### config.mk
export PLATFORM = sky130hd
export DESIGN_NAME = bus_cycle_seq
export DESIGN_NICKNAME = d
export VERILOG_FILES = /design/src/rtl/seq_pkg.sv /design/src/rtl/seq_idx_add.sv /design/src/rtl/seq_cycle_gen.sv /design/src/rtl/bus_cycle_seq.sv
export SDC_FILE = /design/constraint.sdc
export NUM_CORES = 1
export LEC_CHECK = 0
export BUFFER_PORTS_ARGS = -buffer_cell sky130_fd_sc_hd__buf_4
export CAP_MARGIN = 30
export CORE_MARGIN = 2
export CORE_UTILIZATION = 35
export DETAILED_ROUTE_END_ITERATION = 10
export GPL_ROUTABILITY_DRIVEN = 0
export SLEW_MARGIN = 20
export SYNTH_ARGS = -nofsm -noshare
export SYNTH_HDL_FRONTEND = slang
export SYNTH_SLANG_ARGS = --single-unit
### constraint.sdc
create_clock -name clk -period 6.8 [get_ports clk]
set_input_delay 0.68 -clock clk [delete_from_list [all_inputs] [get_ports clk]]
set_output_delay 0.68 -clock clk [all_outputs]
set_load 0.03 [all_outputs]
### src/rtl/seq_pkg.sv
package seq_pkg;
    localparam int DW = 8;
    localparam int AW = 2 * DW;
    localparam int SW = 3;

    typedef enum logic [2:0] {
        OP_LDX  = 3'd0,
        OP_STZ  = 3'd1,
        OP_STZX = 3'd2,
        OP_PUSH = 3'd3,
        OP_RMW  = 3'd4
    } op_e;

    typedef struct packed {
        logic          busy;
        op_e           op;
        logic [SW-1:0] step;
        logic          legacy;
        logic [AW-1:0] pc;
        logic [DW-1:0] lo;
        logic [DW-1:0] hi;
        logic [DW-1:0] idx;
        logic [DW-1:0] acc;
        logic [DW-1:0] mdata;
        logic [DW-1:0] sp;
        logic [DW-1:0] rdata;
        logic [AW-1:0] addr;
        logic          we;
        logic [DW-1:0] dout;
        logic          vld;
        logic          last;
    } seq_st_t;
endpackage

### src/rtl/seq_idx_add.sv
module seq_idx_add #(
    parameter int W = 8
) (
    input  logic [W-1:0] base,
    input  logic [W-1:0] ofs,
    output logic [W-1:0] sum,
    output logic         carry
);
    logic [W:0] full;
    assign full  = {1'b0, base} + {1'b0, ofs};
    assign sum   = full[W-1:0];
    assign carry = full[W];
endmodule

### src/rtl/seq_cycle_gen.sv
module seq_cycle_gen
    import seq_pkg::*;
#(
    parameter logic [DW-1:0] STACK_PAGE = 8'h01
) (
    input  op_e           op,
    input  logic [SW-1:0] step,
    input  logic          legacy,
    input  logic [AW-1:0] pc,
    input  logic [DW-1:0] lo,
    input  logic [DW-1:0] hi,
    input  logic [DW-1:0] idx,
    input  logic [DW-1:0] acc,
    input  logic [DW-1:0] sp,
    input  logic [DW-1:0] din,
    input  logic [DW-1:0] mdata,
    output logic [AW-1:0] addr,
    output logic          we,
    output logic [DW-1:0] dout,
    output logic          vld,
    output logic          last
);
    localparam logic [DW-1:0] ZPAGE = '0;

    logic [DW-1:0] isum;
    logic          icarry;

    seq_idx_add #(.W(DW)) u_add (
        .base (lo),
        .ofs  (idx),
        .sum  (isum),
        .carry(icarry)
    );

    always_comb begin
        addr = pc;
        we   = 1'b0;
        dout = '0;
        vld  = 1'b1;
        last = 1'b0;
        unique case (step)
            3'd0: addr = pc;
            3'd1: addr = pc + AW'(1);
            default: begin
                case (op)
                    OP_LDX: begin
                        if (step == 3'd2) begin
                            addr = pc + AW'(2);
                        end else if (step == 3'd3) begin
                            addr = {hi, isum};
                            vld  = ~icarry;
                            last = ~icarry;
                        end else begin
                            addr = {hi + DW'(1), isum};
                            last = 1'b1;
                        end
                    end
                    OP_STZ: begin
                        addr = {ZPAGE, lo};
                        we   = 1'b1;
                        dout = acc;
                        last = 1'b1;
                    end
                    OP_STZX: begin
                        if (step == 3'd2) begin
                            addr = {ZPAGE, lo};
                            vld  = 1'b0;
                        end else begin
                            addr = {ZPAGE, isum};
                            we   = 1'b1;
                            dout = acc;
                            last = 1'b1;
                        end
                    end
                    OP_PUSH: begin
                        addr = {STACK_PAGE, sp};
                        we   = 1'b1;
                        dout = acc;
                        last = 1'b1;
                    end
                    default: begin
                        addr = {ZPAGE, lo};
                        if (step == 3'd3) begin
                            we   = legacy;
                            dout = legacy ? din : '0;
                            vld  = legacy;
                        end else if (step == 3'd4) begin
                            we   = 1'b1;
                            dout = mdata + DW'(1);
                            last = 1'b1;
                        end
                    end
                endcase
            end
        endcase
        if (op == OP_PUSH && step == 3'd1) vld = 1'b0;
    end
endmodule

### src/rtl/bus_cycle_seq.sv
module bus_cycle_seq
    import seq_pkg::*;
#(
    parameter logic [DW-1:0] SP_INIT    = 8'hFF,
    parameter logic [DW-1:0] STACK_PAGE = 8'h01
) (
    input  logic          clk,
    input  logic          rst_n,
    input  logic          start,
    input  logic [2:0]    op_code,
    input  logic          legacy,
    input  logic [AW-1:0] pc,
    input  logic [DW-1:0] opnd_lo,
    input  logic [DW-1:0] opnd_hi,
    input  logic [DW-1:0] idx,
    input  logic [DW-1:0] acc,
    input  logic [DW-1:0] din,
    output logic [AW-1:0] bus_addr,
    output logic          bus_we,
    output logic [DW-1:0] bus_dout,
    output logic          bus_vld,
    output logic          done,
    output logic          busy,
    output logic [DW-1:0] rdata,
    output logic [DW-1:0] sp
);
    seq_st_t st_q, st_d;

    op_e           g_op;
    logic [SW-1:0] g_step;
    logic          g_legacy;
    logic [AW-1:0] g_pc;
    logic [DW-1:0] g_lo, g_hi, g_idx, g_acc;
    logic [AW-1:0] g_addr;
    logic          g_we, g_vld, g_last;
    logic [DW-1:0] g_dout;

    assign g_op     = st_q.busy ? st_q.op     : op_e'(op_code);
    assign g_step   = st_q.busy ? st_q.step + SW'(1) : '0;
    assign g_legacy = st_q.busy ? st_q.legacy : legacy;
    assign g_pc     = st_q.busy ? st_q.pc     : pc;
    assign g_lo     = st_q.busy ? st_q.lo     : opnd_lo;
    assign g_hi     = st_q.busy ? st_q.hi     : opnd_hi;
    assign g_idx    = st_q.busy ? st_q.idx    : idx;
    assign g_acc    = st_q.busy ? st_q.acc    : acc;

    seq_cycle_gen #(.STACK_PAGE(STACK_PAGE)) u_gen (
        .op    (g_op),
        .step  (g_step),
        .legacy(g_legacy),
        .pc    (g_pc),
        .lo    (g_lo),
        .hi    (g_hi),
        .idx   (g_idx),
        .acc   (g_acc),
        .sp    (st_q.sp),
        .din   (din),
        .mdata (st_q.mdata),
        .addr  (g_addr),
        .we    (g_we),
        .dout  (g_dout),
        .vld   (g_vld),
        .last  (g_last)
    );

    always_comb begin
        st_d = st_q;
        if (st_q.busy && st_q.last) begin
            st_d.busy = 1'b0;
            st_d.we   = 1'b0;
            st_d.vld  = 1'b0;
            st_d.last = 1'b0;
            if (st_q.op == OP_LDX)  st_d.rdata = din;
            if (st_q.op == OP_PUSH) st_d.sp    = st_q.sp - DW'(1);
        end else if (st_q.busy || start) begin
            if (!st_q.busy) begin
                st_d.busy   = 1'b1;
                st_d.op     = g_op;
                st_d.legacy = legacy;
                st_d.pc     = pc;
                st_d.lo     = opnd_lo;
                st_d.hi     = opnd_hi;
                st_d.idx    = idx;
                st_d.acc    = acc;
            end
            if (st_q.busy && st_q.op == OP_RMW && st_q.step == 3'd2)
                st_d.mdata = din;
            st_d.step = g_step;
            st_d.addr = g_addr;
            st_d.we   = g_we;
            st_d.dout = g_dout;
            st_d.vld  = g_vld;
            st_d.last = g_last;
        end
    end

    always_ff @(posedge clk) begin
        if (!rst_n) begin
            st_q    <= '0;
            st_q.sp <= SP_INIT;
        end else begin
            st_q <= st_d;
        end
    end

    assign bus_addr = st_q.addr;
    assign bus_we   = st_q.we;
    assign bus_dout = st_q.dout;
    assign bus_vld  = st_q.vld;
    assign busy     = st_q.busy;
    assign done     = st_q.busy & st_q.last;
    assign rdata    = st_q.rdata;
    assign sp       = st_q.sp;
endmodule

# Yosys cells after proc, flatten, opt, wreduce, memory -nomap -nowiden
# Cells that the tools add are included.
word_totals:
  regBits: 107
  latch_bits: 0
  ramBits: 0
  romBits: 0
  input_bits: 63
  out_inout_bits: 44
  word_cells: 89
  memories: 0
classes:
  addsub: 7
  n_mul: 0
  n_div: 0
  order_cmp: 0
  eq_ne: 10
  n_shift: 0
  mux: 34
  n_bitwise: 5
  reduce_logical: 16
op_table:
  columns: ["op", "n"]
  rows:
  - ["8-bit 2-to-1 mux", 10]
  - ["16-bit 2-to-1 mux", 3]
  - ["16-bit one-hot mux with 3 select lines", 1]
  - ["16-bit one-hot mux with 2 select lines", 1]
  - ["8-bit one-hot mux with 3 select lines", 1]
  - ["3-bit by 2-bit equality test with 1-bit output, second input constant", 6]
  - ["16-bit by 1-bit adder with 16-bit output, second input constant", 1]
  - ["16-bit by 2-bit adder with 16-bit output, second input constant", 1]
  - ["8-bit by 1-bit adder with 8-bit output, second input constant", 2]
  - ["1-bit 2-to-1 mux", 13]
  - ["8-bit by 8-bit adder with 9-bit output", 1]
  - ["3-bit zero test", 3]
  - ["1-bit one-hot mux with 3 select lines", 3]
  - ["8-bit by 1-bit subtractor with 8-bit output, second input constant", 1]
  - ["3-bit by 1-bit equality test with 1-bit output, second input constant", 2]
  - ["3-bit equality test, second input constant", 2]
  - ["3-bit 2-to-1 mux", 2]
  - ["2-bit AND reduction", 3]
  - ["3-bit AND reduction", 2]
  - ["2-bit OR reduction", 3]
  - ["1-bit logical AND", 4]
  - ["1-bit NOT", 4]
  - ["3-bit by 1-bit adder with 3-bit output, second input constant", 1]
  - ["1-bit AND", 1]
  - ["1-bit logical OR", 1]

# Logic depth before layout (Yosys ltp)
logic_depth:
  depth_word: 8
  depth_mapped: 14
  mapped_depth_nobuf: 10

# Hierarchy
# From an unflattened synthesis, not the netlist that was laid out.
unflattened:
  cells_unflattened: 905
  hier_area_um2: 7372.1
by_module_without_submodules:
  columns: ["module", "instances", "cells_per_inst", "area_each_um2", "seq_area_each_um2"]
  rows:
  - ["bus_cycle_seq", 1, 603, 5297.6, 2142.1]
  - ["seq_cycle_gen", 1, 264, 1767.9, 0.0]
  - ["seq_idx_add", 1, 38, 306.5, 0.0]

# Worst setup path after synthesis
# No wires, ideal clock.
synth_path:
  kind: "flip-flop to flip-flop"
  from: "register st_q, in the netlist busy"
  to: "register st_q, in the netlist bus_addr[4]"
  setup_time_ps: 58
  t_arrival_ps: 3498
  t_required_ps: 6742
  path_slack_ps: 3244
  stages_incl_launch_ff: 15
  n_path_buf: 5
  period_less_slack_ps: 3556
  cell_sequence: "dfxtp_1 buf_6 buf_6 buf_4 buf_2 buf_2 mux2_2 ha_1 fa_1 a21o_1 a21oi_1 xor2_1 a311o_1 a21oi_1 o221a_2"
synth_via:
  elab_chain_len: 6
  word_cells_on_any_way: 23
  cone_classes: "3 x add/sub; 4 x eq/ne; 10 x mux; 1 x bitwise; 5 x reduce/logical"
synth_rtl:
  columns: ["element", "line_no", "text"]
  rows:
  - ["from (decl)", "bus_cycle_seq.sv:27", "seq_st_t st_q, st_d;"]
  - ["from (signal assigned)", "bus_cycle_seq.sv:102", "st_q <= st_d;"]
  - ["8-bit 2-to-1 mux (on tied branches)", "bus_cycle_seq.sv:42, bus_cycle_seq.sv:44", null]
  - ["8-bit by 8-bit adder with 9-bit output", "seq_idx_add.sv:10", "assign full = {1'b0, base} + {1'b0, ofs};"]
  - ["16-bit 2-to-1 mux", "seq_cycle_gen.sv:49", "end else if (step == 3'd3) begin"]
  - ["16-bit 2-to-1 mux", "seq_cycle_gen.sv:47", "if (step == 3'd2) begin"]
  - ["16-bit one-hot mux with 3 select lines", "seq_cycle_gen.sv:45", "case (op)"]
  - ["16-bit one-hot mux with 2 select lines", "seq_cycle_gen.sv:41", "unique case (step)"]
# Parallel ways exist; a longest one is shown, timed or not.
# A chain may end at the register's enable or synchronous reset.

# Worst setup path in the final report
# Ends and elaborated chain as after synthesis.

==> qor.csv <==
metric,value,unit
"CP delay by family, top",compound AO/OA/AOI/OAI gates,
Remaining DRCs,0,
fin crit share,49.4,%
Syn Std Cell Area,0.00715,mm2
Gate power share,27.3,%
first-pass GRT wire length,33400,um
syn nets,962,
critical path data arrival time,3.66,ns
CTS sink cnt,107,
Power Total,0.00176,W
Slew Limit Fails,0,
register share of total power,39.4,%
post-synthesis register bit count,107,
share of cells above drive strength 1,18.9,%
Vias,6459,
max-cap viol count,0,
Post-Synth XOR/XNOR Area,4.27,%
"Hold Vio Cnt, Final",0,
Initial Utilization,35.4,%
total track usage,19.5,%
final wirelength,21300,um
core area,0.0202,mm2
type of origin of the critical path,flop,
Net Sw Frac,32.3,%
post_cts resized,0,
Final nets,995,
Via density,5.42,
RSZ-0062 raised after global routing,no,
# Post-CTS Setup Buffers,0,
Setup TNS,0,ns
peak per-stage delay on the critical path,0.63,ns
post-synthesis sequential area ratio,30.0,%
outcome,completed,
Post-synth EDFFs,0,
GRT Residual Overflow,0,
die area,0.0216,mm2
root buffer cell,clkbuf_16,
cts hold-fix bufs,0,
post-route ant nets,0,
ys async rst share,0,%
FP Rows,52,
Die X-Extent,147,um
count of different cell masters after synthesis,72,
total CTS buffers,9,
Worst VDD drop,0.000111,V
complex-gate fraction of the synthesized area,22.5,%
antenna cells,0,
routed len/inst,17.9,um
NetSw,0.000570,W
"commonest non-fill, non-tap cells in the layout","nand2_1 (155), buf_4 (113), dfxtp_1 (106), a21boi_0 (56), mux2i_1 (50)",
Max clock buf depth,2,
"Top FF cell, synth",dfxtp_1,
"commonest non-fill, non-tap cell in the layout",nand2_1,
cell mode on critical path,a21oi_1,
area grow syn2layout,14.1,%
H-tree levels,3,
I/O pin count,107,
synthesized area per cell,8.10,um2
CTS tree,yes,
slew margin rel.,34.9,%
simple-gate area share of the yosys netlist,21.0,%
die height,147,um
Syn. warnings,0,
final setup fails,0,
Setup crit end kind,flop,
Fmax achieved,0.298,GHz
Clk pwr share,33.3,%
dominant cell type by area after synthesis,dfxtp_1,
Worst Setup Path Type,reg -> reg,
hpwl dp,15500,um
Buf/Inv on CP,2,
top post-synthesis cells by area,"dfxtp_1 (30%), nand2_1 (8.1%), mux2i_1 (7.1%)",
"slowest stage cell, crit path",buf_4,
Pleak,3.24,nW
Place WS,3.47,ns
# port buffers,106,
Adder-Cell Fraction of Synth Area,2.91,%
crit path max fanout,66,
R2R Setup Slk,3.44,ns
initial DRC count,488,
P_int,0.00119,W
"Req. time, crit path",7.11,ns
Initial DRT Pass Iterations,5,
worst min-delay path class,reg -> reg,
Synth top area share,30.0,%
slew of the pin with the lowest slew margin,0.977,ns
placed cell area,0.00781,mm2
Clock Latency Late Sink,0.36,ns
clock transition at the registers of the reported paths,0.07,ns
mux cell area share after synthesis,11.1,%
worst setup margin,3.44,ns
vias in the first global route,5975,
skew final,0.00787,ns
Synth Instances,883,
Final Cell Area,0.00816,mm2
Fillers,2086,
pwr/cell area,216,mW/mm2
largest family of logic cells by synthesized area,compound AO/OA/AOI/OAI gates,
Tmin final,3.36,ns
CP cell instances,buf_4 > mux2i_1 > inv_1 > ha_1 > fa_1 > a21o_1 > a21oi_1 > xor2_1 > a311o_1 > a21oi_1 > o221a_2,
initial antenna violation count,0,
maximum number of pins on one net before global-route repair,107,
[cell families (layout without fill, tap and decap cells)]
logic type | count (synthesis) | in the layout
DFF | 107 | 107
muxes | 76 | 76
AOI/OAI and AO/OA | 233 | 233
adders and majority gates | 16 | 16
and+or+nand+nor | 312 | 312
buffers and inverters | 105 | 143
xor gates and xnor gates | 34 | 34
[power by group through the flow]
stage          Clock, W  Combinational [W]  Sequential (W)
2_1_floorplan         0           0.000341        0.000700
3_3_place_gp          0           0.000471        0.000710
3_5_place_dp          0           0.000474        0.000709
4_1_cts        0.000603           0.000476        0.000694
5_1_grt        0.000626           0.000524        0.000699
6_report       0.000588           0.000481        0.000695
[worst min-delay path, cell delays in order (launching register included)]
cell,delay [ns]
dfxtp_1,0.31
nand2_1,0.06
a21oi_1,0.05
[final timing paths]
kind                            start  cells after the start                       end
setup / recovery    busy$_SDFFE_PP0P_                     11  bus_addr[4]$_SDFFE_PN0P_
hold / removal    bus_we$_SDFFE_PP0P_                      2       bus_we$_SDFFE_PP0P_
setup reg to reg    busy$_SDFFE_PP0P_                     11  bus_addr[4]$_SDFFE_PN0P_
hold reg to reg   bus_we$_SDFFE_PP0P_                      2       bus_we$_SDFFE_PP0P_
[synth_stat cells, types with 10 or more instances]
master    instances
dfxtp_1         107
buf_2            11
a211oi_1         10
nor2_1           30
nor2b_1          26
inv_1            12
nand3_1          28
xnor2_1          17
xor2_1           16
mux2_2           25
o21ai_0          44
nand2_1         155
a31oi_1          10
clkbuf_1         34
a21boi_0         56
ha_1             15
nand4_1          16
buf_4            44
a21oi_1          39
mux2i_1          51
[registers in the layout (all words and copies together) (netlist names)]
register / cells
bus_vld: 1
bus_dout: 8
sp: 8
rdata: 8
bus_addr: 16
st_q: 64
busy: 1
bus_we: 1
[per-stage QoR]
stage               utilization, %  hold WS, ns  std cells
floorplan                        -        0.440        883
global placement              38.7        0.447       1174
detailed placement            38.7        0.450       1174
CTS                           40.4        0.460       1190
global route                  40.4        0.484       1191
finish                        40.4        0.461       1191
[metal layers]
metal | GRT usage [%] | wire length [um] | vias up
met3 | 3.29 | 1220 | 26
li1 | - | - | 3188
met4 | 5.91 | 368 | 0
met5 | 0 | 0 | -
met2 | 29.1 | 9310 | 202
met1 | 28.8 | 10400 | 3043
[layout make-up]
cell class	count	area, um2	area share, %
Clock buffer	12	256	3.14
Timing Repair Buffer	114	863	10.6
Multi-Input combinational cell	671	4430	54.3
Clock inverter	4	72.6	0.890
Inverter	13	48.8	0.598
Tap cell	270	338	4.14
Sequential cell	107	2150	26.3
Power figures use the tool's default switching activity.
